[config.mk]
export PLATFORM = sky130hd
export DESIGN_NAME = burst_seq
export DESIGN_NICKNAME = d
export VERILOG_FILES = /design/src/rtl/burst_pkg.sv /design/src/rtl/burst_lat_cnt.sv /design/src/rtl/burst_addr_step.sv /design/src/rtl/burst_seq.sv
export SDC_FILE = /design/constraint.sdc
export NUM_CORES = 1
export LEC_CHECK = 0
export BUFFER_PORTS_ARGS = -buffer_cell sky130_fd_sc_hd__buf_2
export CORE_ASPECT_RATIO = 2
export CORE_MARGIN = 1
export CORE_UTILIZATION = 45
export DETAILED_ROUTE_END_ITERATION = 8
export PLACE_DENSITY_LB_ADDON = 0.12
export REMOVE_ABC_BUFFERS = 1
export SYNTH_ARGS = -nofsm -noshare
export SYNTH_HDL_FRONTEND = slang
export SYNTH_SLANG_ARGS = --single-unit
[constraint.sdc]
create_clock -name clk -period 2.2 [get_ports clk]
set_input_delay 0.33 -clock clk [delete_from_list [all_inputs] [get_ports clk]]
set_output_delay 0.33 -clock clk [all_outputs]
set_load 0.1 [all_outputs]
[src/rtl/burst_pkg.sv]
package burst_pkg;

  typedef enum logic [1:0] {
    ST_IDLE  = 2'd0,
    ST_LAT   = 2'd1,
    ST_BURST = 2'd2
  } seq_state_t;

  typedef enum logic [1:0] {
    BL_SHORT = 2'd0,
    BL_LONG  = 2'd1,
    BL_CONT  = 2'd2
  } blen_t;

  function automatic blen_t decode_len(input logic [1:0] code);
    case (code)
      2'd0:    decode_len = BL_SHORT;
      2'd1:    decode_len = BL_LONG;
      default: decode_len = BL_CONT;
    endcase
  endfunction

endpackage

[src/rtl/burst_lat_cnt.sv]
// Counts initial latency clocks; done is high once the target is reached.
module burst_lat_cnt #(
  parameter int CW = 4
) (
  input  logic          clk,
  input  logic          rst,
  input  logic          load,
  input  logic [CW-1:0] load_val,
  input  logic          tick,
  output logic          done
);
  logic [CW-1:0] cnt_q;
  logic [CW-1:0] tgt_q;

  always_ff @(posedge clk) begin
    if (rst) begin
      cnt_q <= '0;
      tgt_q <= '1;
    end else if (load) begin
      cnt_q <= CW'(1);
      tgt_q <= load_val;
    end else if (tick) begin
      cnt_q <= cnt_q + CW'(1);
    end
  end

  assign done = (cnt_q == tgt_q);
endmodule

[src/rtl/burst_addr_step.sv]
// Next beat address: wrap within the aligned block for fixed lengths, full increment otherwise.
module burst_addr_step
  import burst_pkg::*;
#(
  parameter int AW       = 23,
  parameter int LEN_SHRT = 8,
  parameter int LEN_LONG = 16
) (
  input  logic [AW-1:0] cur,
  input  blen_t         mode,
  output logic [AW-1:0] nxt
);
  localparam logic [AW-1:0] MASK_S = AW'(LEN_SHRT - 1);
  localparam logic [AW-1:0] MASK_L = AW'(LEN_LONG - 1);

  logic [AW-1:0] inc;
  logic [AW-1:0] mask;

  assign inc = cur + AW'(1);

  always_comb begin
    case (mode)
      BL_SHORT: mask = MASK_S;
      BL_LONG:  mask = MASK_L;
      default:  mask = '1;
    endcase
    nxt = (cur & ~mask) | (inc & mask);
  end
endmodule

[src/rtl/burst_seq.sv]
module burst_seq
  import burst_pkg::*;
#(
  parameter int AW       = 23,
  parameter int LAT_MIN  = 5,
  parameter int LAT_MAX  = 10,
  parameter int LEN_SHRT = 8,
  parameter int LEN_LONG = 16
) (
  input  logic          clk,
  input  logic          rst,
  input  logic          ce_n,
  input  logic          adv_n,
  input  logic          we_n,
  input  logic          lb_n,
  input  logic          ub_n,
  input  logic [AW-1:0] addr_in,
  input  logic [2:0]    lat_code,
  input  logic [1:0]    len_code,
  output logic [AW-1:0] beat_addr,
  output logic          beat_valid,
  output logic          beat_wr,
  output logic [1:0]    lane_en,
  output logic          wait_o,
  output logic          wait_oe
);
  localparam int CW       = $clog2(LAT_MAX + 1);
  localparam int BCW      = $clog2(LEN_LONG);
  localparam int LAT_SPAN = LAT_MAX - LAT_MIN;

  seq_state_t    state_q;
  blen_t         len_q;
  logic [AW-1:0] addr_q;
  logic [AW-1:0] addr_nxt;
  logic [BCW-1:0] beat_cnt_q;
  logic          wr_q;
  logic          capture;
  logic          lat_done;
  logic          lat_tick;
  logic          last_beat;
  logic [CW-1:0] lat_target;

  assign capture = !ce_n && !adv_n;
  assign lat_tick = (state_q == ST_LAT) && !ce_n && adv_n && !lat_done;

  always_comb begin
    if (int'(lat_code) > LAT_SPAN) lat_target = CW'(LAT_MAX);
    else                           lat_target = CW'(LAT_MIN + int'(lat_code));
  end

  always_comb begin
    case (len_q)
      BL_SHORT: last_beat = (beat_cnt_q == BCW'(LEN_SHRT - 1));
      BL_LONG:  last_beat = (beat_cnt_q == BCW'(LEN_LONG - 1));
      default:  last_beat = 1'b0;
    endcase
  end

  burst_lat_cnt #(.CW(CW)) u_lat (
    .clk      (clk),
    .rst      (rst),
    .load     (capture),
    .load_val (lat_target),
    .tick     (lat_tick),
    .done     (lat_done)
  );

  burst_addr_step #(.AW(AW), .LEN_SHRT(LEN_SHRT), .LEN_LONG(LEN_LONG)) u_step (
    .cur  (addr_q),
    .mode (len_q),
    .nxt  (addr_nxt)
  );

  always_ff @(posedge clk) begin
    if (rst) begin
      state_q    <= ST_IDLE;
      len_q      <= BL_SHORT;
      addr_q     <= '0;
      beat_cnt_q <= '0;
      wr_q       <= 1'b0;
      beat_valid <= 1'b0;
      wait_o     <= 1'b0;
      lane_en    <= 2'b00;
    end else if (ce_n) begin
      state_q    <= ST_IDLE;
      beat_valid <= 1'b0;
      wait_o     <= 1'b0;
      lane_en    <= 2'b00;
    end else if (!adv_n) begin
      state_q    <= ST_LAT;
      len_q      <= decode_len(len_code);
      addr_q     <= addr_in;
      wr_q       <= !we_n;
      beat_valid <= 1'b0;
      wait_o     <= 1'b1;
      lane_en    <= 2'b00;
    end else begin
      case (state_q)
        ST_LAT: begin
          if (lat_done) begin
            state_q    <= ST_BURST;
            beat_cnt_q <= '0;
            beat_valid <= 1'b1;
            wait_o     <= 1'b0;
            lane_en    <= {!ub_n, !lb_n};
          end
        end
        ST_BURST: begin
          if (last_beat) begin
            state_q    <= ST_IDLE;
            beat_valid <= 1'b0;
            lane_en    <= 2'b00;
          end else begin
            addr_q     <= addr_nxt;
            beat_cnt_q <= beat_cnt_q + BCW'(1);
            lane_en    <= {!ub_n, !lb_n};
          end
        end
        default: begin
          beat_valid <= 1'b0;
          wait_o     <= 1'b0;
          lane_en    <= 2'b00;
        end
      endcase
    end
  end

  always_ff @(posedge clk) begin
    if (rst) wait_oe <= 1'b0;
    else     wait_oe <= !ce_n;
  end

  assign beat_addr = addr_q;
  assign beat_wr   = wr_q;
endmodule

==> results of run 1 <==
[routing by layer]
metal / GRT usage, % / wire length (um) / vias to the layer above
li1: - / - / 1456
met1: 29.9 / 3220 / 1418
met2: 53.6 / 5010 / 129
met3: 4.88 / 577 / 26
met4: 17.8 / 263 / 0
met5: 0 / 0 / -
[synth_stat cells (3+ instances only)]
master      n  area, um2
nor4_1      4       25.0
a41o_1      4       40.0
o32a_1      3       30.0
o211ai_1    4       30.0
a2bb2oi_1   3       26.3
nand3_1    14       70.1
buf_2       7       35.0
nand2b_1    3       18.8
or4_1       8       60.1
nand4_1    10       62.6
inv_1      20       75.1
xor2_1      6       52.6
a22oi_1     3       22.5
nor2b_1     5       31.3
clkbuf_1   11       41.3
dfxtp_1    45        901
nor3_1      4       20.0
a211oi_1    5       37.5
ha_1        7       87.6
a31oi_1     8       50.1
o32ai_1     4       35.0
nor2_1     16       60.1
or3_1       3       18.8
a221oi_1    3       26.3
and2_1      3       18.8
or2_2       4       25.0
a21o_1      5       37.5
o21ai_0    13       65.1
a21oi_1    30        150
nand4b_1    3       26.3
nand2_1    29        109
buf_1       3       11.3
[layout by cell type, fill, tap and decap left out, types with 4 or more instances in the layout]
cell,n
buf_4,22
ha_1,7
o211ai_1,4
dfxtp_1,45
a211oi_1,5
inv_1,20
buf_2,63
or4_1,8
xor2_1,6
nor3_1,4
nor4_1,4
a41o_1,4
a21oi_1,30
nand4_1,10
clkbuf_16,5
nand2_1,29
o32ai_1,4
o21ai_0,13
a31oi_1,8
nor2b_1,5
a21o_1,5
nor2_1,16
nand3_1,14
or2_2,4
[critical path: stages, from the launching register on]
cell and delay (ns):
dfxtp_1 0.49, nand2_1 0.24, or3_1 0.48, o41ai_1 0.35, a221oi_1 0.15
[metrics by stage]
stage          instances  setup slack, ns  hold WS [ns]  util, %  cell area, um2
3_5_place_dp         470            0.367         0.471     54.5            3270
3_3_place_gp         470            0.372         0.464     54.5            3270
4_1_cts              478            0.367         0.209     56.8            3410
6_report             478            0.362         0.215     56.8            3410
5_1_grt              478            0.211         0.223     56.8            3410
2_1_floorplan        322           -0.289         0.399        -            2710
[worst min-delay path by stage]
stage / slack [ns] / cells past startpoint / end
final: 0.21 / 2 / beat_wr
after CTS: 0.21 / 2 / beat_wr
after floorplan: 0.40 / 1 / flop
after detailed placement: 0.47 / 2 / wait_o
after global routing: 0.22 / 2 / beat_wr
after global placement: 0.46 / 2 / beat_valid
[logic make-up after synthesis]
| logic type | after synthesis | synth area share (%) |
|---|---|---|
| buffers and inverters | 42 | 5.94 |
| adders and majority gates | 7 | 3.13 |
| AOI/OAI and AO/OA | 117 | 30.4 |
| DFF | 45 | 32.2 |
| and+or+nand+nor | 121 | 24.5 |
| xor gates and xnor gates | 9 | 3.08 |
| muxes | 2 | 0.759 |
[cell type report]
class	instances	area [um2]	area share (%)
multi-input combinational	256	1730	50.9
sequential	45	901	26.4
timing repair buffer	85	480	14.1
clock buffer	8	136	4.00
inverter	21	78.8	2.31
tap	63	78.8	2.31
[power groups by stage]
stage	combinational [mW]	clock (mW)	sequential (mW)
2_1_floorplan	0.130	0	1.06
3_3_place_gp	0.433	0	0.901
6_report	0.438	0.733	0.886
3_5_place_dp	0.435	0	0.903
4_1_cts	0.437	0.752	0.884
5_1_grt	0.466	0.798	0.890
==> reports/metrics.yaml, run 1 <==
run_status:
  status: "finished, violations left"
  failed_checks: "design-rule violations"
pwr:
  power_leakage_nw: 1.40
  intPower_mw: 1.39
  sw_frac_of_total_pct: 32.4
  vdd_drop_max_mv: 0.462
  power_mw: 2.06
  power.share.clock_pct: 35.6
  combinationalPowerShare_pct: 21.3
  p_per_area_mw_per_mm2: 603
  switchingPower_uw: 666
  p_seq_share_pct: 43.1
clock_tree:
  postCtsHoldBufs: 0
  cts.sinks: 45
  cts.path.max_buffers: 2
  cts_setup_buffers: 0
  worstSkewPairLatency_ns: 0.29
  numCtsBuffers: 5
  cts_tree: "built"
  htreeDepth: 2
  clkTransAtPathRegs_ns: 0.07
  cts-resized-gates: 0
  root_buffer: "clkbuf_16"
setup_path:
  startpoint: "beat_addr[0]"
  worst-r2r-cell-count: 4
  cp-start-kind: "flop"
  worstPathArrival_ns: 1.99
  endpoint_kind: "flop"
  cp_max_fo: 7
  reg2reg_slack_ns: 0.36
  r2r_start: "beat_addr[0]"
  required_ns: 2.35
  crit_type: "reg -> reg"
logic_synthesis:
  ys.flop_type: "dfxtp_1"
  ys_seq_area_share_pct: 32.2
  syn-instance-count: 343
  synth_warnings: 0
  synth_edf_count: 0
  syn_area_mm2: 0.00280
  synth_seq_cells: 45
  synth.distinct_cells: 71
  async_reset_ff_share_pct: 0
  syn_area_per_cell_um2: 8.17
timing:
  hold_viol: 0
  slew_headroom_pct: 59.1
  finalSetupTns_ns: 0
  maxSlewViolCount: 0
  setup_viol: 0
  finalCritPeriodShare_pct: 83.5
  fin_worst_skew_ns: 0.00765
  max_freq_ghz: 0.544
  tightest_slew_ns: 0.612
  rsz0062_at_grt: "no"
  finalCriticalPeriod_ns: 1.84
routing:
  routed-via-count: 3029
  drt_iter0_markers: 243
  wirelength_mm: 9.07
  routed_via_density: 6.34
  wl_per_cell_um: 19.0
  drt_first_pass_iters: 7
  drcViolationCount: 4
  ant_nets: 0
grt:
  grt_max_degree: 41
  grt_overflow: 0
  grt_pass1_wl_mm: 14.7
  grt_pass1_vias: 3101
  antenna_found_initial: 0
  grt.total_usage_pct: 29.3
cells_and_area:
  syn_to_final_growth_pct: 21.7
  diodes: 0
  layout.nets: 456
  layout-drive-gt1-share_pct: 25.8
  n_fill_cell: 570
placed_design:
  hpwl_mm: 6.79
  place.gp.congestion: 0.898
  io_buffers: 63
min_path:
  hold_path.class: "in -> reg"
  worstHoldStart: "we_n"
die:
  chipWidth_um: 57.8
  die_area_mm2: 0.00656
  rows: 40
  die_h_um: 114
  ios: 64
  initial_core_util_pct: 46.6
  coreArea_mm2: 0.00601
job:
  drv_cap: 0
Power figures use the tool's default switching activity.
==> run 2: changes to the inputs <==
clock period = 1.6 ns   (was 2.2 ns; I/O delays follow)
==> reports/metrics.yaml, run 2 (synthesized netlist as in run 1, its figures left out) <==
run_status:
  status: "finished, violations left"
  failed_checks: "design-rule violations, negative setup slack"
die:
  chipWidth_um: 57.8  # unchanged
  rows: 40  # unchanged
  initial_core_util_pct: 46.6  # unchanged
  die_area_mm2: 0.00656  # unchanged
  ios: 64  # unchanged
  die_h_um: 114  # unchanged
  coreArea_mm2: 0.00601  # unchanged
setup_path:
  crit_type: "reg -> reg"
  required_ns: 1.82  # -0.53 ns
  cp-start-kind: "flop"
  reg2reg_slack_ns: -0.07  # -0.43 ns
  endpoint_kind: "flop"
  worst-r2r-cell-count: 6  # +2
  worstPathArrival_ns: 1.89  # -0.10 ns
  cp_max_fo: 5  # -2
placed_design:
  hpwl_mm: 7.74  # +14%
  dpl.cell_count: 536  # +14%
  io_buffers: 63  # unchanged
  place.gp.congestion: 0.908  # +1.2%
clock_tree:
  htreeDepth: 2  # unchanged
  cts.sinks: 45  # unchanged
  numCtsBuffers: 5  # unchanged
  root_buffer: "clkbuf_16"
  postCtsHoldBufs: 0  # unchanged
  clkTransAtPathRegs_ns: 0.07  # about the same
  cts_tree: "built"
  cts.path.max_buffers: 2  # unchanged
  worstSkewPairLatency_ns: 0.30  # about the same
timing:
  finalSetupTns_ns: -0.123  # -0.123 ns
  maxSlewViolCount: 0  # unchanged
  setup_viol: 5  # +5
  tightest_slew_ns: 0.536  # -0.0761 ns
  fin_worst_skew_ns: 0.00654  # -0.00112 ns
  rsz0062_at_grt: "yes"
  setup_ws_ns: -0.0708  # -0.433 ns
  slew_headroom_pct: 64.0  # +4.9 points
  hold_viol: 0  # unchanged
  finalCritPeriodShare_pct: 104  # +21 points
  finalCriticalPeriod_ns: 1.67  # -0.167 ns
  max_freq_ghz: 0.599  # +10%
grt:
  antenna_found_initial: 0  # unchanged
  grt_pass1_vias: 3367  # +8.6%
  grt_pass1_wl_mm: 16.3  # +11%
  grt.total_usage_pct: 33.0  # +3.7 points
  grt_overflow: 0  # unchanged
  grt_max_degree: 24  # -41%
pwr:
  p_seq_share_pct: 37.4  # -5.7 points
  vdd_drop_max_mv: 0.990  # +110%
  intPower_mw: 2.20  # +59%
  p_per_area_mw_per_mm2: 736  # +22%
  sw_frac_of_total_pct: 32.0  # -0.38 points
  power.share.clock_pct: 39.0  # +3.4 points
  combinationalPowerShare_pct: 23.6  # +2.3 points
  power_leakage_nw: 1.89  # +35%
  switchingPower_mw: 1.04  # +56%
  power_mw: 3.24  # +58%
routing:
  drt_first_pass_iters: 7  # unchanged
  wl_per_cell_um: 19.3  # +1.9%
  ant_nets: 0  # unchanged
  drt_iter0_markers: 226  # -7.0%
  wirelength_mm: 10.7  # +18%
  routed-via-count: 3443  # +14%
  drcViolationCount: 4  # unchanged
  routed_via_density: 6.20  # -2.1%
cells_and_area:
  multi_input_area_mm2: 0.00205  # +18%
  stdcell_count: 555  # +16%
  layout.nets: 533  # +17%
  diodes: 0  # unchanged
  syn_to_final_growth_pct: 57.3
  regArea_um2: 936  # +3.9%
  layout-drive-gt1-share_pct: 48.8  # +23 points
  layout_common_cells: "buf_4, buf_2, a21oi_1"
  mostFrequentLayoutCell: "buf_4"
  n_fill_cell: 452  # -21%
min_path:
  hold_path.class: "in -> reg"
  worstHoldStart: "we_n"
  holdPathStages: 2  # unchanged
  holdPathEnd: "beat_wr"
job:
  drv_cap: 0  # unchanged
[run 2: cell types whose count changed in the layout (fill, tap and decap cells not counted), sizes merged]
cell and delta:
clkbuf -2, buf +75, bufinv +1, o41a +1, o41ai +1, clkinvlp +1
[run 2: how the worst max path moves through the flow]
stage	depth (start not counted)	end	slack (ns)	start
3_3_place_gp	7	lane_en[0]	-0.28	state_q[0]
6_report	6	flop	-0.07	flop
4_1_cts	4	u_lat.cnt_q[3]	-0.03	u_lat.tgt_q[1]
2_1_floorplan	5	flop	-0.89	beat_addr[1]
3_5_place_dp	7	lane_en[1]	-0.28	state_q[0]
5_1_grt	7	flop	-0.09	state_q[0]
[run 2: stage by stage]
stage | setup slack, ns | hold slack, ns | utilization, % | instance area [um2]
floorplan | -0.889 | 0.309 | - | 2710
global placement | -0.281 | 0.425 | 63.0 | 3780
detailed placement | -0.281 | 0.428 | 63.0 | 3780
CTS | -0.0325 | 0.116 | 69.4 | 4170
global route | -0.0855 | 0.130 | 73.4 | 4410
finish | -0.0708 | 0.122 | 73.4 | 4410
[run 2: power by group through the flow]
stage	combinational, mW	sequential, mW	clock [mW]
floorplan	0.179	1.45	0
global placement	0.691	1.22	0
finish	0.764	1.21	1.27
detailed placement	0.698	1.22	0
global route	0.806	1.22	1.32
CTS	0.728	1.20	1.27
[run 2: cell type report]
class	count	area share, %
clock buffer	6	3.15
multi-input combinational	258	46.6
timing repair buffer	160	24.6
clock inverter	2	0.852
tap	63	1.79
inverter	21	1.79
sequential	45	21.2
[run 2: metal layers]
layer,up-vias,global-route usage [%],routed length (um)
li1,1613,-,-
met1,1602,33.7,3670
met2,172,57.8,5680
met3,56,4.31,534
met4,0,26.7,849
met5,-,0,0
[run 2: timing repair]
item / in CTS / in global routing
resized for setup: 42 / 41
setup endpoints to repair: 22 / 26
pin swaps: 10 / 19
cloned: 1 / 1
buffers inserted: 2 / 7
[run 2: worst max-delay path: stages (launching register included)]
cell,delay (ns)
dfxtp_1,0.34
nand4_1,0.23
buf_4,0.24
nor4_4,0.15
buf_4,0.18
mux2_4,0.30
a31oi_1,0.16
